<file path="src/rtl/slv_resp_dec_pkg.sv">
package slv_resp_dec_pkg;

    localparam int RD_W = 32;

    typedef enum logic [2:0] {
        RSP_ACK      = 3'd0,
        RSP_BUSY     = 3'd1,
        RSP_ERR_LO   = 3'd2,
        RSP_ERR_HI   = 3'd3,
        RSP_ACK_DATA = 3'd4,
        RSP_IRQPOLL  = 3'd5,
        RSP_NONE     = 3'd7
    } rsp_kind_e;

    typedef enum logic [3:0] {
        S_IDLE,
        S_TAR_IN,
        S_WAIT,
        S_ID,
        S_CODE,
        S_RDATA,
        S_IRQF,
        S_DMAF,
        S_CRC,
        S_TAR_OUT
    } dec_state_e;

endpackage

</file>
<file path="src/rtl/rsp_bitcnt.sv">
module rsp_bitcnt #(
    parameter int W = 8
) (
    input  logic         clk,
    input  logic         rst_n,
    input  logic         clr,
    input  logic         inc,
    output logic [W-1:0] cnt
);
    always_ff @(posedge clk) begin
        if (!rst_n || clr) begin
            cnt <= '0;
        end else if (inc) begin
            cnt <= cnt + W'(1);
        end
    end
endmodule

</file>
<file path="src/rtl/rsp_crc4.sv">
module rsp_crc4 #(
    parameter int         W    = 4,
    parameter logic [W-1:0] POLY = 4'h7
) (
    input  logic         clk,
    input  logic         rst_n,
    input  logic         clr,
    input  logic         en,
    input  logic         bit_i,
    output logic [W-1:0] crc_q,
    output logic [W-1:0] crc_nx
);
    logic fb;
    assign fb = crc_q[W-1] ^ bit_i;

    for (genvar i = 0; i < W; i++) begin : g_tap
        if (i == 0) begin : g_lsb
            assign crc_nx[i] = fb;
        end else begin : g_up
            assign crc_nx[i] = crc_q[i-1] ^ (POLY[i] & fb);
        end
    end

    always_ff @(posedge clk) begin
        if (!rst_n || clr) begin
            crc_q <= '0;
        end else if (en) begin
            crc_q <= crc_nx;
        end
    end
endmodule

</file>
<file path="src/rtl/slv_resp_dec.sv">
module slv_resp_dec
    import slv_resp_dec_pkg::*;
#(
    parameter int TAR_CYC = 3,
    parameter int TIMEOUT = 256,
    parameter int BUSY_W  = 8
) (
    input  logic              clk,
    input  logic              rst_n,
    input  logic              fall_stb,
    input  logic              din,
    input  logic              req_go,
    input  logic [1:0]        req_id,
    input  logic              req_ipoll,
    input  logic              req_read,
    input  logic [1:0]        req_size,
    output logic              rsp_valid,
    output logic [2:0]        rsp_kind,
    output logic [RD_W-1:0]   rsp_data,
    output logic [1:0]        rsp_irq,
    output logic [2:0]        rsp_dma,
    output logic              rsp_crc_ok,
    output logic              rsp_id_mismatch,
    output logic              rsp_timeout,
    output logic [BUSY_W-1:0] busy_cnt
);
    localparam int CNT_W = $clog2(TIMEOUT > 2*RD_W ? TIMEOUT : 2*RD_W);
    localparam logic [CNT_W-1:0] TAR_LAST = CNT_W'(TAR_CYC - 1);
    localparam logic [CNT_W-1:0] TMO_LAST = CNT_W'(TIMEOUT - 1);
    localparam logic [CNT_W-1:0] ID_LAST  = CNT_W'(1);
    localparam logic [CNT_W-1:0] IRQ_LAST = CNT_W'(1);
    localparam logic [CNT_W-1:0] DMA_LAST = CNT_W'(2);
    localparam logic [CNT_W-1:0] CRC_LAST = CNT_W'(3);

    dec_state_e       state_q, state_d;
    logic [CNT_W-1:0] cnt;
    logic [CNT_W-1:0] rd_last;
    logic [3:0]       crc_q, crc_nx;
    logic             crc_clr, crc_en;

    logic [1:0]       ctx_id;
    logic             ctx_ipoll, ctx_read;
    logic [1:0]       ctx_size;
    logic [1:0]       id_q;
    logic             code0_q;
    logic             short_poll;
    rsp_kind_e        kind_q;

    // Read length from the latched request size
    always_comb begin
        unique case (ctx_size)
            2'b00:   rd_last = CNT_W'(7);
            2'b01:   rd_last = CNT_W'(15);
            default: rd_last = CNT_W'(31);
        endcase
    end

    assign short_poll = ctx_ipoll && (id_q == ctx_id) && !din;

    rsp_bitcnt #(.W(CNT_W)) u_cnt (
        .clk   (clk),
        .rst_n (rst_n),
        .clr   (state_d != state_q),
        .inc   (fall_stb),
        .cnt   (cnt)
    );

    assign crc_clr = (state_q == S_IDLE) && req_go;
    always_comb begin
        unique case (state_q)
            S_WAIT:                                         crc_en = fall_stb && din;
            S_ID, S_CODE, S_RDATA, S_IRQF, S_DMAF, S_CRC:   crc_en = fall_stb;
            default:                                        crc_en = 1'b0;
        endcase
    end

    rsp_crc4 #(.W(4), .POLY(4'h7)) u_crc (
        .clk    (clk),
        .rst_n  (rst_n),
        .clr    (crc_clr),
        .en     (crc_en),
        .bit_i  (din),
        .crc_q  (crc_q),
        .crc_nx (crc_nx)
    );

    // Next-state logic
    always_comb begin
        state_d = state_q;
        unique case (state_q)
            S_IDLE:    if (req_go) state_d = S_TAR_IN;
            S_TAR_IN:  if (fall_stb && cnt == TAR_LAST) state_d = S_WAIT;
            S_WAIT: begin
                if (fall_stb) begin
                    if (din)                   state_d = S_ID;
                    else if (cnt == TMO_LAST)  state_d = S_IDLE;
                end
            end
            S_ID:      if (fall_stb && cnt == ID_LAST) state_d = S_CODE;
            S_CODE: begin
                if (fall_stb) begin
                    if (cnt == '0) begin
                        if (short_poll) state_d = S_IRQF;
                    end else if ({code0_q, din} == 2'b00 && ctx_read) begin
                        state_d = S_RDATA;
                    end else begin
                        state_d = S_CRC;
                    end
                end
            end
            S_RDATA:   if (fall_stb && cnt == rd_last)  state_d = S_CRC;
            S_IRQF:    if (fall_stb && cnt == IRQ_LAST) state_d = S_DMAF;
            S_DMAF:    if (fall_stb && cnt == DMA_LAST) state_d = S_CRC;
            S_CRC:     if (fall_stb && cnt == CRC_LAST) state_d = S_TAR_OUT;
            S_TAR_OUT: if (fall_stb && cnt == TAR_LAST) state_d = S_IDLE;
            default:   state_d = S_IDLE;
        endcase
    end

    // State register
    always_ff @(posedge clk) begin
        if (!rst_n) state_q <= S_IDLE;
        else        state_q <= state_d;
    end

    // Outputs and field registers
    always_ff @(posedge clk) begin
        if (!rst_n) begin
            rsp_valid       <= 1'b0;
            rsp_timeout     <= 1'b0;
            kind_q          <= RSP_NONE;
            rsp_data        <= '0;
            rsp_irq         <= '0;
            rsp_dma         <= '0;
            rsp_crc_ok      <= 1'b0;
            rsp_id_mismatch <= 1'b0;
            busy_cnt        <= '0;
            ctx_id          <= '0;
            ctx_ipoll       <= 1'b0;
            ctx_read        <= 1'b0;
            ctx_size        <= '0;
            id_q            <= '0;
            code0_q         <= 1'b0;
        end else begin
            rsp_valid   <= 1'b0;
            rsp_timeout <= 1'b0;
            unique case (state_q)
                S_IDLE: begin
                    if (req_go) begin
                        ctx_id    <= req_id;
                        ctx_ipoll <= req_ipoll;
                        ctx_read  <= req_read;
                        ctx_size  <= req_size;
                    end
                end
                S_WAIT: begin
                    if (fall_stb && din) begin
                        id_q     <= '0;
                        rsp_data <= '0;
                        rsp_irq  <= '0;
                        rsp_dma  <= '0;
                    end else if (fall_stb && cnt == TMO_LAST) begin
                        rsp_timeout <= 1'b1;
                        kind_q      <= RSP_NONE;
                    end
                end
                S_ID:   if (fall_stb) id_q <= {din, id_q[1]};
                S_CODE: begin
                    if (fall_stb) begin
                        if (cnt == '0) begin
                            code0_q <= din;
                            if (short_poll) kind_q <= RSP_IRQPOLL;
                        end else begin
                            unique case ({code0_q, din})
                                2'b00:   kind_q <= ctx_read ? RSP_ACK_DATA : RSP_ACK;
                                2'b01:   kind_q <= RSP_BUSY;
                                2'b10:   kind_q <= RSP_ERR_LO;
                                default: kind_q <= RSP_ERR_HI;
                            endcase
                        end
                    end
                end
                S_RDATA: if (fall_stb) rsp_data <= {rsp_data[RD_W-2:0], din};
                S_IRQF:  if (fall_stb) rsp_irq  <= {rsp_irq[0], din};
                S_DMAF:  if (fall_stb) rsp_dma  <= {rsp_dma[1:0], din};
                S_CRC: begin
                    if (fall_stb && cnt == CRC_LAST) begin
                        rsp_crc_ok      <= (crc_nx == 4'h0);
                        rsp_id_mismatch <= (id_q != ctx_id);
                    end
                end
                S_TAR_OUT: begin
                    if (fall_stb && cnt == TAR_LAST) begin
                        rsp_valid <= 1'b1;
                        if (!rsp_id_mismatch) begin
                            if (kind_q != RSP_BUSY)  busy_cnt <= '0;
                            else if (busy_cnt != '1) busy_cnt <= busy_cnt + BUSY_W'(1);
                        end
                    end
                end
                default: ;
            endcase
        end
    end

    assign rsp_kind = kind_q;

    AST_TAR_CRC_ZERO:   assert property (@(posedge clk) disable iff (!rst_n)
        (state_q == S_TAR_IN) |-> (crc_q == 4'h0));
    AST_TIMEOUT_SRC:    assert property (@(posedge clk) disable iff (!rst_n)
        rsp_timeout |-> ($past(state_q) == S_WAIT) && (state_q == S_IDLE));
    AST_NO_EVENT_CLASH: assert property (@(posedge clk) disable iff (!rst_n)
        !(rsp_valid && rsp_timeout));
    AST_DONE_PULSE:     assert property (@(posedge clk) disable iff (!rst_n)
        rsp_valid |=> !rsp_valid);
    AST_DONE_FROM_TAR:  assert property (@(posedge clk) disable iff (!rst_n)
        rsp_valid |-> ($past(state_q) == S_TAR_OUT) && (state_q == S_IDLE));
    AST_BUSY_STEP:      assert property (@(posedge clk) disable iff (!rst_n)
        (rsp_valid && kind_q == RSP_BUSY && !rsp_id_mismatch && $past(busy_cnt) != '1)
        |-> busy_cnt == $past(busy_cnt) + BUSY_W'(1));
    AST_BUSY_CLEAR:     assert property (@(posedge clk) disable iff (!rst_n)
        (rsp_valid && kind_q != RSP_BUSY && !rsp_id_mismatch) |-> busy_cnt == '0);
    AST_STROBE_ONLY:    assert property (@(posedge clk) disable iff (!rst_n)
        (!fall_stb && state_q != S_IDLE) |=> $stable(crc_q));

endmodule

</file>
<file path="config.mk">
export PLATFORM = sky130hd
export DESIGN_NAME = slv_resp_dec
export DESIGN_NICKNAME = d
export VERILOG_FILES = /design/src/rtl/slv_resp_dec_pkg.sv /design/src/rtl/rsp_bitcnt.sv /design/src/rtl/rsp_crc4.sv /design/src/rtl/slv_resp_dec.sv
export SDC_FILE = /design/constraint.sdc
export NUM_CORES = 1
export LEC_CHECK = 0
export CAP_MARGIN = 30
export CORE_ASPECT_RATIO = 1.5
export CORE_UTILIZATION = 45
export CTS_BUF_LIST = sky130_fd_sc_hd__clkbuf_16
export CTS_CLUSTER_SIZE = 40
export DETAILED_ROUTE_END_ITERATION = 8
export GPL_TIMING_DRIVEN = 0
export PLACE_DENSITY_LB_ADDON = 0.25
export RECOVER_POWER = 25
export SETUP_SLACK_MARGIN = 0.5
export SYNTH_ARGS = -nofsm -noshare
export SYNTH_HDL_FRONTEND = slang
export SYNTH_SLANG_ARGS = --single-unit
</file>
<file path="constraint.sdc">
create_clock -name clk -period 3 [get_ports clk]
set_clock_uncertainty 0.05 [all_clocks]
set_input_delay 0.45 -clock clk [delete_from_list [all_inputs] [get_ports clk]]
set_output_delay 0.45 -clock clk [all_outputs]
set_load 0.005 [all_outputs]
</file>
==> metrics.log <==
[metrics] run status: complete, no violations
[metrics] register bit count reported by yosys: 77
[metrics] data arrival time of the critical path: between 2000 and 3000 ps
[metrics] Hold Worst Slack: 437 ps
[metrics] 1st-iter DRT viols: between 150 and 200
[metrics] final routed wirelength across all metal layers: between 9000 and 10000 um
[metrics] main area contributors after synthesis: sky130_fd_sc_hd__dfxtp_1, sky130_fd_sc_hd__a22oi_1, sky130_fd_sc_hd__nor2b_1
[metrics] Max H-tree Level: 3
[metrics] total vias in the final route: about 3.3k
[metrics] reg2reg path depth: 8
[metrics] fraction of post-synthesis cell area in the top cell type by area: 0.425
[metrics] Slew @ Worst Pin: ~630 ps
[metrics] largest net degree at the start of global routing: 13
[metrics] Hold Path Class: flip-flop to flip-flop
[metrics] synthesized netlist net count: between 400 and 500
[metrics] cell area after placement: about 0.0044 mm2
[metrics] P per Cell Area: between 400 and 500 mW/mm2
[metrics] estimated wirelength of the detail-placed design: between 6000 and 7000 um
[metrics] cell type contributing the most total cell area after synthesis: sky130_fd_sc_hd__dfxtp_1
[metrics] area of the die: between 0.008 and 0.009 mm2
[metrics] register-to-register setup slack: 570 ps
[metrics] clock latency on the worst-skew pair: between 300 and 400 ps
[metrics] final worst path period share: 0.811
[metrics] category of the worst setup path capture point: flip-flop
[metrics] type of origin of the critical path: flip-flop
[metrics] first element of the critical path: u_cnt.cnt[0]
[metrics] endpoint of the most critical register-to-register path: u_cnt.cnt[1]
[metrics] IO Count: between 60 and 70
[metrics] required time at the worst-slack endpoint: between 3000 and 4000 ps
[metrics] number of hold violations in the final report: 0
[metrics] Antenna Cells: 0
[metrics] Port Buffers: approximately 60
[metrics] finished layout cell area: roughly 0.0047 mm2
[metrics] final instance count without filler cells: just under 600
[metrics] Mapped Avg Cell Area: about 9.1 um2
[metrics] Die Wd: around 75 um
[metrics] Initial Util: 0.471
[metrics] Final TNS setup: 0 ps
[metrics] maximum fanout along the worst path: 8
[metrics] maximum frequency from static timing analysis: just over 400 MHz
[metrics] overall die height: roughly 110 um
[metrics] unique cell type count in the Yosys netlist: 60
[metrics] layout cell share with drive strength beyond 1: 0.0873
[metrics] number of inserted filler cells in the final layout: a little over 700
[metrics] worst supply voltage drop on vdd: ~0.31 mV
[metrics] final weighted congestion in routability-driven placement: ~0.92
[metrics] via count of the first global-routing pass: roughly 3.2k
[metrics] end point of the most critical hold path: rsp_dma[2]
[metrics] Core ar.: slightly below 0.008 mm2
[metrics] number of enable-type register cells in the synthesized netlist: 0
[metrics] first-pass detailed-route iteration total: 5
[metrics] remaining antenna violation count: 0
[metrics] slew margin rel.: 0.572
[metrics] wire length of the first global-routing pass: around 15000 um
[metrics] sequential fraction of the synthesis area: 0.425
[metrics] # DRC: 0
[metrics] Num Clock Sinks: 77
[metrics] total congestion overflow after global routing: 0
[metrics] Gate Count Post-Synth: around 400
[metrics] unrepaired setup endpoints after global routing: true
[metrics] Layout area overhead: 29.8%
[metrics] post-synthesis instance area: ~0.0036 mm2
[metrics] maximum clock insertion buffer count: 2
[metrics] clk slew on worst S/H paths: 50 ps
[metrics] final period demand of the worst path: 2430 ps
[metrics] clock tree root buffer cell: sky130_fd_sc_hd__clkbuf_16
[metrics] Total Nets Final: a little under 500
[metrics] Hold Startpoint: rsp_dma[2]
[metrics] count of pins over their slew limit: 0
[metrics] Static Leak: about 1.7 nW
[metrics] Yosys Warn Count: 0
[metrics] number of setup violations in the final report: 0
[metrics] PnR Total Power: ~2.1 mW
[metrics] Worst Path Class, Setup: flip-flop to flip-flop
[metrics] number of buffers inserted during clock tree synthesis: 9
[metrics] Routed wire per std cell: 16.2 um
[metrics] Max Cap Viol: 0
[metrics] TritonCTS clock tree: done
[metrics] most frequently used flop master after synthesis: sky130_fd_sc_hd__dfxtp_1
[metrics] library cell with the highest instance count after synthesis: sky130_fd_sc_hd__dfxtp_1
[metrics] initial antenna violation count: 0
[metrics] count of placed standard cells including taps: approximately 560
[metrics] Async S/R FF share, synth: 0
[metrics] leading post-synthesis cells by instance count: sky130_fd_sc_hd__dfxtp_1, sky130_fd_sc_hd__nor2_1, sky130_fd_sc_hd__nor2b_1
[metrics] site row count: 39
[metrics] GR Util All Layers: 0.240
[metrics] start of the worst register-to-register path: u_cnt.cnt[0]
[metrics] detail-routed via count per cell: ~5.7
[metrics] Worst Hold Path Cells: 2
-- area by class of cell --
cell class / count / area [um2] / share of cell area
Clock buffer: 9 / 225 / 0.0478
Multi-Input combinational cell: 293 / 2010 / 0.427
Sequential cell: 77 / 1540 / 0.327
Buffer: 25 / 110 / 0.0234
Timing Repair Buffer: 65 / 641 / 0.136
Tap cell: 102 / 128 / 0.0271
Inverter: 6 / 22.5 / 0.00478
Clock inverter: 6 / 32.5 / 0.00690
-- worst max-delay path by stage --
stage | to | slack, ps | cells after the start
after floorplan | u_cnt.cnt[0] | 800 | 8
after global placement | u_cnt.cnt[3] | -60 | 7
after detailed placement | u_cnt.cnt[4] | -70 | 7
after CTS | u_cnt.cnt[4] | 540 | 6
after global routing | u_cnt.cnt[2] | 440 | 7
final | u_cnt.cnt[1] | 570 | 8
-- worst max-delay path, stage by stage (launching register included) --
cell	delay (ps)
sky130_fd_sc_hd__dfxtp_1	360
sky130_fd_sc_hd__inv_1	100
sky130_fd_sc_hd__ha_2	210
sky130_fd_sc_hd__or4b_1	480
sky130_fd_sc_hd__o41a_1	350
sky130_fd_sc_hd__o21bai_2	170
sky130_fd_sc_hd__nand4b_4	160
sky130_fd_sc_hd__xor2_4	320
sky130_fd_sc_hd__nor3_1	100
-- what timing repair did --
action | in CTS | in global routing
gates resized for setup | 2 | 10
endpoints found under the setup margin | 10 | 38
hold buffers | 0 | 0
pin swaps | 0 | 3
buffers inserted | 2 | 2
-- per-layer routing --
metal  track usage  routed length, um  vias to the layer above
met2         0.407               4850                      108
met5             0                  0                        -
met4         0.138                455                        0
met3        0.0688                547                       30
li1              -                  -                     1599
met1         0.257               3610                     1574
-- cells in the final DEF, fill, tap and decap left out, drive strengths merged, types with 4 or more instances in the layout --
| cell | instances |
|---|---|
| ha | 6 |
| dfxtp | 77 |
| nor4b | 5 |
| nand2 | 26 |
| nor2 | 36 |
| mux2i | 12 |
| nand4 | 7 |
| dlygate4sd3 | 30 |
| xnor2 | 8 |
| xor2 | 8 |
| nor2b | 35 |
| nor3 | 14 |
| inv | 7 |
| clkbuf | 26 |
| a21boi | 4 |
| o21ai | 16 |
| a21oi | 11 |
| nand3 | 12 |
| buf | 12 |
| clkdlybuf4s50 | 30 |
| and3 | 8 |
| or3 | 5 |
| a22oi | 34 |
-- where the power goes --
group,total (mW),switching [mW],internal (mW)
logic,0.156,0.0901,0.0657
registers,1.04,0.00901,1.03
clock network,0.951,0.406,0.545
total,2.15,0.505,1.64
-- registers in the layout, indices dropped and copies added, names as in the netlist, 2 cells and up --
register,count
rsp_irq,2
id_q,2
rsp_dma,3
state_q,4
rsp_data,32
u_cnt.cnt,8
ctx_id,2
rsp_kind,3
busy_cnt,8
u_crc.crc_q,4
ctx_size,2
-- cells by family after synthesis --
family,after synthesis,share of synthesized area
AND/OR/NAND/NOR,170,0.269
AO/OA/AOI/OAI,88,0.172
multiplexers,13,0.0362
flip-flops,77,0.425
buffers and inverters,31,0.0362
XOR/XNOR,16,0.0407
adder cells (fa/ha/maj),6,0.0207
-- per-stage QoR --
step	setup WS, ps	utilization
floorplan	799	-
global placement	-57.4	0.567
detailed placement	-67.7	0.567
CTS	544	0.603
global route	441	0.611
finish	567	0.611
Note: power is estimated with default switching activity, not from simulation.
